<file path="src/rtl/err_event_pkg.sv">
package err_event_pkg;
  localparam int REG_W = 64;
  localparam logic [11:0] OFF_CAUSE   = 12'h000;
  localparam logic [11:0] OFF_VALUE   = 12'h008;
  localparam logic [11:0] OFF_ENABLE  = 12'h010;
  localparam logic [11:0] OFF_GLOBAL  = 12'h018;
  localparam logic [11:0] OFF_ACCRUED = 12'h020;
  localparam logic [11:0] OFF_LOCAL   = 12'h028;

  typedef struct packed {
    logic             wrCause;
    logic             wrValue;
    logic             wrEnable;
    logic             wrGlobal;
    logic             wrAccrued;
    logic             wrLocal;
    logic             capture;
    logic [7:0]       capCode;
    logic [REG_W-1:0] acceptMask;
  } strobe_t;
endpackage

</file>
<file path="src/rtl/err_event_ctrl.sv">
module err_event_ctrl
  import err_event_pkg::*;
#(
  parameter int NUM_SRC = 3,
  parameter int ADDR_W  = 12
) (
  input  logic               clk,
  input  logic               rstN,
  input  logic [NUM_SRC-1:0] srcValid,
  input  logic [REG_W-1:0]   enableReg,
  input  logic               causeZero,
  input  logic               regWe,
  input  logic [ADDR_W-1:0]  regAddr,
  output strobe_t            st
);
  logic [ADDR_W-1:0] wordAddr;
  assign wordAddr = {regAddr[ADDR_W-1:3], 3'b000};

  always_comb begin
    st = '0;
    if (regWe) begin
      st.wrCause   = (wordAddr == ADDR_W'(OFF_CAUSE));
      st.wrValue   = (wordAddr == ADDR_W'(OFF_VALUE));
      st.wrEnable  = (wordAddr == ADDR_W'(OFF_ENABLE));
      st.wrGlobal  = (wordAddr == ADDR_W'(OFF_GLOBAL));
      st.wrAccrued = (wordAddr == ADDR_W'(OFF_ACCRUED));
      st.wrLocal   = (wordAddr == ADDR_W'(OFF_LOCAL));
    end
    for (int i = 0; i < NUM_SRC; i++)
      st.acceptMask[i+1] = srcValid[i] & enableReg[i+1];
    // scan downward so the lowest code wins
    for (int i = NUM_SRC - 1; i >= 0; i--)
      if (st.acceptMask[i+1]) st.capCode = 8'(i + 1);
    st.capture = (|st.acceptMask) && causeZero && !st.wrCause;
  end


  capture_vs_write_chk: assert property (@(posedge clk) disable iff (!rstN)
    st.wrCause |-> !st.capture);


  capture_code_accepted_chk: assert property (@(posedge clk) disable iff (!rstN)
    st.capture |-> (st.capCode >= 8'd1 && st.capCode <= 8'(NUM_SRC) && st.acceptMask[st.capCode[5:0]]));
endmodule

</file>
<file path="src/rtl/err_event_regs.sv">
module err_event_regs
  import err_event_pkg::*;
#(
  parameter int NUM_SRC = 3,
  parameter int PA_W    = 40,
  parameter int ADDR_W  = 12
) (
  input  logic                    clk,
  input  logic                    rstN,
  input  strobe_t                 st,
  input  logic [NUM_SRC*PA_W-1:0] srcAddr,
  input  logic [ADDR_W-1:0]       regAddr,
  input  logic [REG_W-1:0]        regWdata,
  output logic [REG_W-1:0]        regRdata,
  output logic [REG_W-1:0]        enableReg,
  output logic                    causeZero,
  output logic                    intLocal,
  output logic                    intGlobal
);
  localparam logic [REG_W-1:0] IMPL_MASK =
    ((REG_W'(1) << (NUM_SRC + 1)) - REG_W'(1)) & ~REG_W'(1);

  logic [7:0]       causeReg;
  logic [PA_W-1:0]  valueReg;
  logic [REG_W-1:0] globalReg, accruedReg, localReg;
  logic [PA_W-1:0]  capAddr;
  logic [ADDR_W-1:0] wordAddr;

  assign wordAddr  = {regAddr[ADDR_W-1:3], 3'b000};
  assign causeZero = (causeReg == 8'd0);

  always_comb begin
    capAddr = '0;
    for (int i = 0; i < NUM_SRC; i++)
      if (st.capCode == 8'(i + 1)) capAddr = srcAddr[i*PA_W +: PA_W];
  end

  always_ff @(posedge clk or negedge rstN) begin
    if (!rstN) begin
      causeReg   <= '0;
      enableReg  <= IMPL_MASK;
      globalReg  <= '0;
      accruedReg <= '0;
      localReg   <= '0;
    end else begin
      if (st.wrCause)       causeReg <= regWdata[7:0];
      else if (st.capture)  causeReg <= st.capCode;
      if (st.wrEnable) enableReg <= regWdata & IMPL_MASK;
      if (st.wrGlobal) globalReg <= regWdata & IMPL_MASK;
      if (st.wrLocal)  localReg  <= regWdata & IMPL_MASK;
      accruedReg <= (st.wrAccrued ? (regWdata & IMPL_MASK) : accruedReg) | st.acceptMask;
    end
  end

  // value register carries no reset state
  always_ff @(posedge clk) begin
    if (st.wrValue)      valueReg <= regWdata[PA_W-1:0];
    else if (st.capture) valueReg <= capAddr;
  end

  always_comb begin
    regRdata = '0;
    unique case (wordAddr)
      ADDR_W'(OFF_CAUSE):   regRdata = REG_W'(causeReg);
      ADDR_W'(OFF_VALUE):   regRdata = REG_W'(valueReg);
      ADDR_W'(OFF_ENABLE):  regRdata = enableReg;
      ADDR_W'(OFF_GLOBAL):  regRdata = globalReg;
      ADDR_W'(OFF_ACCRUED): regRdata = accruedReg;
      ADDR_W'(OFF_LOCAL):   regRdata = localReg;
      default:              regRdata = '0;
    endcase
  end

  assign intLocal  = |(accruedReg & localReg);
  assign intGlobal = |(accruedReg & globalReg);


  cause_hold_chk: assert property (@(posedge clk) disable iff (!rstN)
    (!causeZero && !st.wrCause) |=> causeReg == $past(causeReg));


  value_hold_chk: assert property (@(posedge clk) disable iff (!rstN)
    (!causeZero && !st.wrCause && !st.wrValue) |=> valueReg == $past(valueReg));


  accrued_sticky_chk: assert property (@(posedge clk) disable iff (!rstN)
    !st.wrAccrued |=> (accruedReg & $past(accruedReg)) == $past(accruedReg));


  accrued_enabled_only_chk: assert property (@(posedge clk) disable iff (!rstN)
    (!st.wrAccrued && !st.wrEnable) |=> ((accruedReg & ~$past(accruedReg) & ~enableReg) == '0));


  mask_bits_chk: assert property (@(posedge clk) disable iff (!rstN)
    ((accruedReg | localReg | globalReg | enableReg) & ~IMPL_MASK) == '0);
endmodule

</file>
<file path="src/rtl/err_event_unit.sv">
module err_event_unit
  import err_event_pkg::*;
#(
  parameter int NUM_SRC = 3,
  parameter int PA_W    = 40,
  parameter int ADDR_W  = 12
) (
  input  logic                    clk,
  input  logic                    rstN,
  input  logic [NUM_SRC-1:0]      srcValid,
  input  logic [NUM_SRC*PA_W-1:0] srcAddr,
  input  logic                    regWe,
  input  logic [ADDR_W-1:0]       regAddr,
  input  logic [REG_W-1:0]        regWdata,
  output logic [REG_W-1:0]        regRdata,
  output logic                    intLocal,
  output logic                    intGlobal
);
  strobe_t          st;
  logic [REG_W-1:0] enableReg;
  logic             causeZero;

  err_event_ctrl #(.NUM_SRC(NUM_SRC), .ADDR_W(ADDR_W)) u_ctrl (
    .clk(clk), .rstN(rstN), .srcValid(srcValid), .enableReg(enableReg),
    .causeZero(causeZero), .regWe(regWe), .regAddr(regAddr), .st(st)
  );

  err_event_regs #(.NUM_SRC(NUM_SRC), .PA_W(PA_W), .ADDR_W(ADDR_W)) u_regs (
    .clk(clk), .rstN(rstN), .st(st), .srcAddr(srcAddr), .regAddr(regAddr),
    .regWdata(regWdata), .regRdata(regRdata), .enableReg(enableReg),
    .causeZero(causeZero), .intLocal(intLocal), .intGlobal(intGlobal)
  );
endmodule

</file>
<file path="config.mk">
export PLATFORM = sky130hd
export DESIGN_NAME = err_event_unit
export DESIGN_NICKNAME = d
export VERILOG_FILES = /design/src/rtl/err_event_pkg.sv /design/src/rtl/err_event_ctrl.sv /design/src/rtl/err_event_regs.sv /design/src/rtl/err_event_unit.sv
export SDC_FILE = /design/constraint.sdc
export NUM_CORES = 1
export LEC_CHECK = 0
export BUFFER_PORTS_ARGS = -buffer_cell sky130_fd_sc_hd__buf_2
export CORE_ASPECT_RATIO = 0.5
export CORE_MARGIN = 4
export CORE_UTILIZATION = 41
export DETAILED_ROUTE_END_ITERATION = 12
export PLACE_DENSITY = 0.81
export RECOVER_POWER = 100
export SETUP_SLACK_MARGIN = 0.02
export SYNTH_ARGS = -nofsm -noshare
export SYNTH_HDL_FRONTEND = slang
export SYNTH_SLANG_ARGS = --single-unit
</file>
<file path="constraint.sdc">
create_clock -name clk -period 2.9 [get_ports clk]
set_input_delay 0.725 -clock clk [delete_from_list [all_inputs] [get_ports clk]]
set_output_delay 0.725 -clock clk [all_outputs]
set_load 0.1 [all_outputs]
</file>
==> results_dict.tcl, run 1 <==
set metrics [dict create \
    status "completed" \
    start_util 0.4376 \
    rsz0062_at_grt "yes" \
    crit_path_cell_trace "buf_2 -> mux4_2 -> a22oi_1 -> nor2_2 -> clkbuf_2" \
    grt_use_total 0.2167 \
    timing.final.hold_violations 0 \
    n_antenna_cell 0 \
    final_common_cell "buf_2" \
    syn-cell-area_um2 3640 \
    yosys_warnings 0 \
    max_freq_ghz 0.3500 \
    max_stage_delay_ns 0.53 \
    hold_slack_ns 0.5372 \
    slew_headroom 0.2190 \
    synth_edf_count 40 \
    antenna_found_initial 0 \
    dpl-instance-area_um2 5426 \
    wl_mm 11.80 \
    design_area_um2 5710 \
    startpoint_type "input pin" \
    critical_path_arrival_ns 2.13 \
    hold_buffers 0 \
    cts_tree "done" \
    final_cell_mix "buf_2, a21oi_1, nor2_1, a222oi_1, edfxtp_1" \
    hpwl_mm 9.018 \
    die-area_um2 10540 \
    syn_inst 350 \
    grt_pass1_vias 3673 \
    die_y_um 74.63 \
    ys_seq_area_frac 0.4685 \
    fin_nets 768 \
    area_delta_synth_final_pct 56.89 \
    critPathTopFamily "buffers and inverters" \
    slowest_stage "mux4_2" \
    skew_ns 0.007958 \
    gr-total-overflow 0 \
    setup_viol 0 \
    drtIter0Drc 379 \
    ys.flop_type "edfxtp_1" \
    gp_routability_congestion 0.8392 \
    timing.final.crit_share 0.9852 \
    critPathKind "in -> out" \
    hold_path_class "reg -> reg" \
    viasPerCell 5.441 \
    cts_setup_buffers 0 \
    path_clk_slew_ns 0.05 \
    cts_sinks 60 \
    die_w_um 141.2 \
    min_period_ns 2.857 \
    ir_drop_v 0.0002916 \
    drv_cap 0 \
    clk_latency_ns 0.33 \
    cp-end-kind "output port" \
    tns_ns 0 \
    h-tree-depth 3 \
    numCtsBuffers 9 \
    drtAntennaViolNets 0 \
    yosysUniqueCellTypes 36 \
    grt_max_degree 43 \
    drive_gt1_frac 0.5482 \
    drt_pass1_iterations 7 \
    cts_root_buffer "clkbuf_16" \
    path_buf_inv 2 \
    powerDensity_nw_per_um2 440.2 \
    grt_pass1_wl_mm 17.93 \
    synth_seq_cells 60 \
    worstPathMaxFanout 7 \
    slew_viol_final 0 \
    vias 3716 \
    timing_worst_slew_pin_value_ns 1.177 \
    wl_per_cell_um 17.27 \
    drc 0 \
    io_pins 268 \
    rows 23 \
    core_um2 8317 \
    syn_area_per_cell_um2 10.40 \
    p_leak_nw 2.642 \
    clk_path_buf_depth 2 \
    portBuffers 216 \
    synthArstFlopShare 0.3333 \
    ctsResizeCount 0 \
    crit_required_ns 2.17 \
    n_fill_cell 620 \
]
-- layer usage --
metal | global-route usage | vias up | part of all wire
met4 | 0.07841 | 0 | 0.017
met2 | 0.3954 | 194 | 0.54
met1 | 0.2561 | 1746 | 0.37
met5 | 0 | - | 0
met3 | 0.05266 | 25 | 0.082
li1 | - | 1751 | -
-- final timing paths --
path,start,to,slack (ns),depth (start not counted)
worst max-delay path,regAddr[3],regRdata[2],0.04,5
worst min-delay path,u_regs.causeReg[5],u_regs.causeReg[5],0.54,1
worst max register to register,u_regs.enableReg[3],u_regs.valueReg[38],0.21,5
worst min register to register,u_regs.causeReg[5],u_regs.causeReg[5],0.54,1
max in group asynchronous,rstN,u_regs.localReg[2],1.71,1
min in group asynchronous,rstN,u_regs.causeReg[1],0.56,1
-- report_power, final --
part	total, mW	switching [mW]	internal, mW
clock	1.10	0.368	0.730
sequential	0.994	0.0352	0.959
combinational	0.422	0.273	0.149
-- cell families (layout without fill, tap and decap cells) --
family / Yosys count / after routing / synth area share
other: 1 / 24 / 0.001030
AOI/OAI and AO/OA: 100 / 100 / 0.2042
buffers and inverters: 55 / 253 / 0.08903
DFF: 60 / 60 / 0.4685
and+or+nand+nor: 112 / 112 / 0.1640
muxes: 22 / 22 / 0.07322
-- Yosys cell counts (all sizes together), types with 3 or more instances --
master / instances / area share
a21oi: 47 / 0.065
a222oi: 42 / 0.12
a22o: 6 / 0.014
and2: 34 / 0.058
buf: 35 / 0.068
clkbuf: 17 / 0.018
dfrtp: 17 / 0.12
dfstp: 3 / 0.022
edfxtp: 40 / 0.33
inv: 3 / 0.0031
mux2: 17 / 0.053
mux2i: 3 / 0.0083
nand2: 9 / 0.010
nand3: 3 / 0.0041
nand4: 3 / 0.0052
nor2: 49 / 0.051
nor2b: 3 / 0.0052
-- metrics by stage --
| stage | utilization | setup WS, ns | power [mW] | instances |
|---|---|---|---|---|
| after detailed placement | 0.6525 | 0.07683 | 1.421 | 667 |
| after floorplan | - | 0.002727 | 1.277 | 373 |
| after global placement | 0.6525 | 0.06908 | 1.410 | 667 |
| final | 0.6866 | 0.04304 | 2.514 | 683 |
| after global routing | 0.6866 | -0.01758 | 2.599 | 683 |
| after CTS | 0.6901 | 0.06397 | 2.530 | 683 |
-- sequential cells by signal (all words and copies together), names as in the netlist --
signal / flops
u_regs.globalReg: 3
u_regs.causeReg: 8
u_regs.valueReg: 40
u_regs.localReg: 3
u_regs.enableReg: 3
u_regs.accruedReg: 3
-- cell type report --
type | count | area [um2] | area share
clock inverter | 4 | 46.29 | 0.008107
inverter | 3 | 11.26 | 0.001972
tap | 112 | 140.1 | 0.02454
multi-input combinational | 258 | 1765 | 0.3092
timing repair buffer | 234 | 1775 | 0.3109
clock buffer | 12 | 266.5 | 0.04667
sequential | 60 | 1705 | 0.2986
-- worst register-to-register path, delay by kind of cell (launching register included) --
| kind | cells | cell delay (ns) |
|---|---|---|
| flops | 1 | 0.57 |
| simple gates | 2 | 1.02 |
| compound gates | 2 | 0.41 |
| buf+inv | 1 | 0.53 |
(Power assumes the default switching activity.)
==> run 2, diff against run 1 <==
--- a/config.mk
+++ b/config.mk
@@ -6,11 +6,12 @@
 export NUM_CORES = 1
 export LEC_CHECK = 0
 export BUFFER_PORTS_ARGS = -buffer_cell sky130_fd_sc_hd__buf_2
+export CELL_PAD_IN_SITES_DETAIL_PLACEMENT = 1
+export CELL_PAD_IN_SITES_GLOBAL_PLACEMENT = 1
 export CORE_ASPECT_RATIO = 0.5
-export CORE_MARGIN = 4
-export CORE_UTILIZATION = 41
+export CORE_UTILIZATION = 31
 export DETAILED_ROUTE_END_ITERATION = 12
-export PLACE_DENSITY = 0.81
+export PLACE_DENSITY_LB_ADDON = 0.1
 export RECOVER_POWER = 100
 export SETUP_SLACK_MARGIN = 0.02
 export SYNTH_ARGS = -nofsm -noshare
==> constraint.sdc (replaced) <==
create_clock -name clk -period 3.6 [get_ports clk]
set_input_delay 0.9 -clock clk [delete_from_list [all_inputs] [get_ports clk]]
set_output_delay 0.9 -clock clk [all_outputs]
set_load 0.1 [all_outputs]
==> run 2 against run 1 <==
- the run now ends with capacitance limit, slew limit left
- cell area fell by 2.1%
- sequential power shrank 20%
- clock-buffer cell count is 1 higher
- first-iteration DRC count down 23%
- register-to-register slack improved by 0.89 ns
- cell count is 5.4% higher
- wire length increased by 6.3%
- highest routed layer unchanged
==> results_dict.tcl, run 2 (synthesis gave the netlist of run 1 again) <==
set metrics [dict create \
    startpoint_type "input pin" \
    cts_sinks 60 \
    powerDensity_nw_per_um2 354.5 \
    p_total_mw 1.982 \
    portBuffers 216 \
    hold_buffers 0 \
    slew_viol_final 81 \
    critPathKind "in -> out" \
    drive_gt1_frac 0.4688 \
    drv_cap 1 \
    route.top_layer_used "met4" \
    largest_register_ffs 40 \
    n_antenna_cell 0 \
    reg.largest.list "u_regs.valueReg (40), u_regs.causeReg (8)" \
    drt-met1-wl_mm 5.038 \
    ctsResizeCount 0 \
    numCtsBuffers 9 \
    timing_worst_slew_pin_value_ns 1.510 \
    rrSetupSlack_ns 1.10 \
    core_um2 11220 \
    vias 3691 \
    die_y_um 78.62 \
    critical_path_arrival_ns 2.58 \
    min_period_ns 3.482 \
    max_freq_ghz 0.2872 \
    violations "capacitance limit, slew limit" \
    tns_ns 0 \
    largest_register "u_regs.valueReg" \
    grt_use_total 0.2051 \
    clk_path_buf_depth 2 \
    rsz0062_at_grt "no" \
    drtIter0Drc 290 \
    drt_pass1_iterations 6 \
    hold_path_class "reg -> reg" \
    cts_tree "done" \
    skew_ns 0.007001 \
    status "finished, violations left" \
    wl_met3_um 799 \
    die_w_um 155.2 \
    drtAntennaViolNets 0 \
    timing.final.hold_violations 0 \
    worstPathMaxFanout 12 \
    ir_drop_v 0.0002152 \
    rows 27 \
    fin_nets 758 \
    die-area_um2 12210 \
    antenna_found_initial 0 \
    grt_pass1_wl_mm 19.24 \
    crit_required_ns 2.70 \
    drc 0 \
    wl_per_cell_um 17.42 \
    cts_setup_buffers 0 \
    hold_slack_ns 0.5417 \
    wl_met2_mm 6.533 \
    grt_max_degree 81 \
    final_cell_mix "buf_2, a21oi_1, nor2_1, a222oi_1, edfxtp_1" \
    final_common_cell "buf_2" \
    grt_pass1_vias 3659 \
    clk_latency_ns 0.33 \
    cts_root_buffer "clkbuf_16" \
    setup_viol 0 \
    io_pins 268 \
    p_leak_nw 2.525 \
    area_delta_synth_final_pct 53.59 \
    cp-end-kind "output port" \
    timing.final.crit_share 0.9672 \
    path_clk_slew_ns 0.05 \
    hpwl_mm 9.465 \
    viasPerCell 5.126 \
    gp_routability_congestion 0.7991 \
    slew_headroom -0.006676 \
    h-tree-depth 3 \
    wl_mm 12.54 \
    n_fill_cell 1289 \
    gr-total-overflow 0 \
    start_util 0.3245 \
]
-- run 2: cell types whose count changed in the layout (fill, tap and decap cells not counted), sizes merged --
cell | previous run | this run
clkbuf | 22 | 21
bufinv | 1 | 0
buf | 224 | 216
-- run 2: area by class of cell --
cell class                 count  area [um2]  share of cell area
clock buffer                  13       282.8             0.05058
timing repair buffer         224        1668              0.2983
clock inverter                 3       17.52            0.003133
sequential                    60        1705              0.3051
tap                          159       198.9             0.03559
inverter                       3       11.26            0.002014
multi-input combinational    258        1707              0.3053
-- run 2: where the power goes --
group / switching (mW) / internal, mW / total (mW)
clock network: 0.305 / 0.547 / 0.852
registers: 0.0263 / 0.772 / 0.799
logic: 0.214 / 0.117 / 0.331
total: 0.546 / 1.44 / 1.98
-- run 2: final timing paths --
path / start / endpoint / depth (start not counted)
worst max-delay path: regAddr[3] / regRdata[2] / 5
min in group asynchronous: rstN / u_regs.causeReg[7] / 1
worst max register to register: u_regs.causeReg[3] / u_regs.valueReg[10] / 5
worst min-delay path: u_regs.causeReg[2] / u_regs.causeReg[2] / 1
worst min register to register: u_regs.causeReg[2] / u_regs.causeReg[2] / 1
max in group asynchronous: rstN / u_regs.causeReg[2] / 1
-- run 2: critical path, stage by stage --
cell	delay, ns
clkbuf_1	0.47
mux4_2	0.59
a22oi_1	0.28
nor2_2	0.04
buf_2	0.29
-- run 2: per-stage QoR --
| step | utilization | setup WS [ns] | std cells | instance area, um2 |
|---|---|---|---|---|
| 6_report | 0.4984 | 0.1183 | 720 | 5590 |
| 5_1_grt | 0.4984 | 0.04652 | 720 | 5590 |
| 4_1_cts | 0.5047 | 0.1805 | 720 | 5660 |
| 3_5_place_dp | 0.4779 | 0.1867 | 704 | 5360 |
| 3_3_place_gp | 0.4779 | 0.2039 | 704 | 5360 |
| 2_1_floorplan | - | 0.06864 | 373 | 3731 |
-- run 2: metal layers --
| metal | vias up | global-route usage |
|---|---|---|
| met5 | - | 0 |
| li1 | 1719 | - |
| met2 | 157 | 0.3707 |
| met1 | 1798 | 0.2366 |
| met4 | 0 | 0.06667 |
| met3 | 17 | 0.05577 |
==> run 3, diff against run 2 <==
--- a/config.mk
+++ b/config.mk
@@ -5,12 +5,12 @@
 export SDC_FILE = /design/constraint.sdc
 export NUM_CORES = 1
 export LEC_CHECK = 0
-export BUFFER_PORTS_ARGS = -buffer_cell sky130_fd_sc_hd__buf_2
 export CELL_PAD_IN_SITES_DETAIL_PLACEMENT = 1
 export CELL_PAD_IN_SITES_GLOBAL_PLACEMENT = 1
 export CORE_ASPECT_RATIO = 0.5
-export CORE_UTILIZATION = 31
+export CORE_UTILIZATION = 44
 export DETAILED_ROUTE_END_ITERATION = 12
+export DONT_BUFFER_PORTS = 1
 export PLACE_DENSITY_LB_ADDON = 0.1
 export RECOVER_POWER = 100
 export SETUP_SLACK_MARGIN = 0.02
==> run 3 against run 2 <==
- the run now ends clean
- die area is 29% lower
- global-route usage grew 4.9 points
- wire length shrank 10%
- combinational power fell by 31%
- clock skew grew 0.0012 ns
- first-iteration DRC count increased by 22%
- utilization grew 8.9 points
- critical path depth is 1 higher
- clock-buffer cell count decreased by 3
- cell count shrank 31%
- via count is 15% lower
==> results_dict.tcl, run 3 (synthesis gave the netlist of run 1 again) <==
set metrics [dict create \
    status "completed" \
    hold_buffers 0 \
    clk_latency_ns 0.32 \
    largest_register "u_regs.valueReg" \
    gr-total-overflow 0 \
    portBuffers 0 \
    cts_tree "done" \
    h-tree-depth 3 \
    drc 0 \
    viasPerCell 6.279 \
    min_period_ns 3.370 \
    wl_per_cell_um 22.57 \
    final_cell_mix "a21oi_1, nor2_1, a222oi_1, edfxtp_1, buf_12" \
    p_leak_nw 1.852 \
    seqPwrFrac 0.434 \
    path_clk_slew_ns 0.05 \
    grt_max_degree 51 \
    reg.largest.list "u_regs.valueReg (40), u_regs.causeReg (8)" \
    numCtsBuffers 9 \
    timing_worst_slew_pin_value_ns 1.128 \
    wl_mm 11.26 \
    crit_required_ns 2.70 \
    power.internal_mw 1.352 \
    crit_start "regAddr[10]" \
    setup_viol 0 \
    area_delta_synth_final_pct 29.01 \
    rr_endpoint "u_regs.valueReg[16]" \
    skew_ns 0.008182 \
    rsz0062_at_grt "no" \
    p_total_mw 1.849 \
    drt_pass1_iterations 7 \
    drive_gt1_frac 0.2326 \
    n_antenna_cell 0 \
    clkPwrFrac 0.443 \
    gp_routability_congestion 0.8167 \
    io_pins 268 \
    rr_startpoint "u_regs.enableReg[1]" \
    antenna_found_initial 0 \
    rrSetupSlack_ns 0.33 \
    critical_path_arrival_ns 2.47 \
    path_buf_inv 2 \
    multi_input_area_um2 1709 \
    slew_viol_final 0 \
    die_w_um 130.6 \
    crit_path_cell_trace "nor4_4 -> nand2_1 -> nor3_4 -> buf_12 -> and2_0 -> buf_12" \
    die_y_um 66.31 \
    preCtsSetupSlack_ns 0.3439 \
    die-area_um2 8662 \
    cts_root_buffer "clkbuf_16" \
    clk_path_buf_depth 2 \
    drv_cap 0 \
    fin_util 0.5870 \
    grt_pass1_vias 3026 \
    critPathTopFamily "simple AND/OR/NAND/NOR gates" \
    drtAntennaViolNets 0 \
    grt_pass1_wl_mm 16.18 \
    largest_register_ffs 40 \
    ctsResizeCount 0 \
    worst-r2r-cell-count 6 \
    p_sw_mw 0.4968 \
    n_fill_cell 859 \
    start_util 0.4550 \
    cts_sinks 60 \
    final_common_cell "a21oi_1" \
    cp-end-kind "output port" \
    setup_ws_ns 0.2302 \
    vias 3133 \
    timing.final.crit_share 0.9361 \
    ff_latch_area_um2 1705 \
    ir_drop_v 0.0004196 \
    slew_headroom 0.2480 \
    timing.final.hold_violations 0 \
    max_freq_ghz 0.2968 \
    slowest_stage "nor4_4" \
    powerDensity_nw_per_um2 393.7 \
    tns_ns 0 \
    worstPathMaxFanout 38 \
    startpoint_type "input pin" \
    power.share.combinational 0.123 \
    cts_setup_buffers 0 \
    critPathKind "in -> out" \
    core_um2 8000 \
    hpwl_mm 8.746 \
    max_stage_delay_ns 0.34 \
    hold_path_class "in -> async" \
    rows 23 \
    fin_nets 584 \
    grt_use_total 0.2538 \
    cp_common_cell "buf_12" \
    drtIter0Drc 354 \
    netSwitchingFraction 0.2687 \
]
## run 3: changes by cell type in the layout (fill, tap and decap cells not counted), sizes merged
cell / before / now
bufinv: 0 / 1
buf: 216 / 44
clkinv: 2 / 4
clkbuf: 21 / 16
## run 3: stage by stage
step	std cells	hold slack [ns]	cell area, um2
after global routing	499	0.2521	4696
after global placement	483	0.5142	4452
final	499	0.2712	4696
after floorplan	373	0.4891	3731
after CTS	499	0.2583	4736
after detailed placement	483	0.5237	4452
## run 3: worst max-delay path by stage
stage                              end  slack [ns]  cells after the start
after detailed placement  regRdata[23]        0.34                      6
after global placement    regRdata[36]        0.40                      6
after CTS                 regRdata[32]        0.34                      6
final                     regRdata[26]        0.23                      6
after floorplan           regRdata[13]        0.07                      6
after global routing      regRdata[26]        0.11                      6
## run 3: worst reg2reg max path, cell delays in order (launching register included)
cell and delay, ns:
dfstp_1 0.57, and2_0 0.22, clkbuf_1 0.86, nor3b_4 0.05, clkbuf_2 0.50, a222oi_1 0.65, a21oi_1 0.15
## run 3: final cells by class
| type | count | area share |
|---|---|---|
| clock inverter | 6 | 0.01172 |
| multi-input combinational | 258 | 0.3640 |
| sequential | 60 | 0.3632 |
| timing repair buffer | 50 | 0.1801 |
| clock buffer | 10 | 0.04876 |
| inverter | 3 | 0.002398 |
| tap | 112 | 0.02984 |
## run 3: power by group through the flow
stage	sequential (mW)	clock (mW)	combinational [mW]
6_report	0.803	0.819	0.228
4_1_cts	0.801	0.835	0.230
2_1_floorplan	0.802	0	0.227
3_5_place_dp	0.814	0	0.230
5_1_grt	0.804	0.863	0.238
3_3_place_gp	0.812	0	0.220
## run 3: metal layers
metal  vias to the layer above  wire, um  GRT usage
li1                       1373         -          -
met1                      1545      4380     0.3043
met2                       196      5677     0.4339
met3                        19       998    0.07443
met4                         0       204    0.09483
met5                         -         0          0
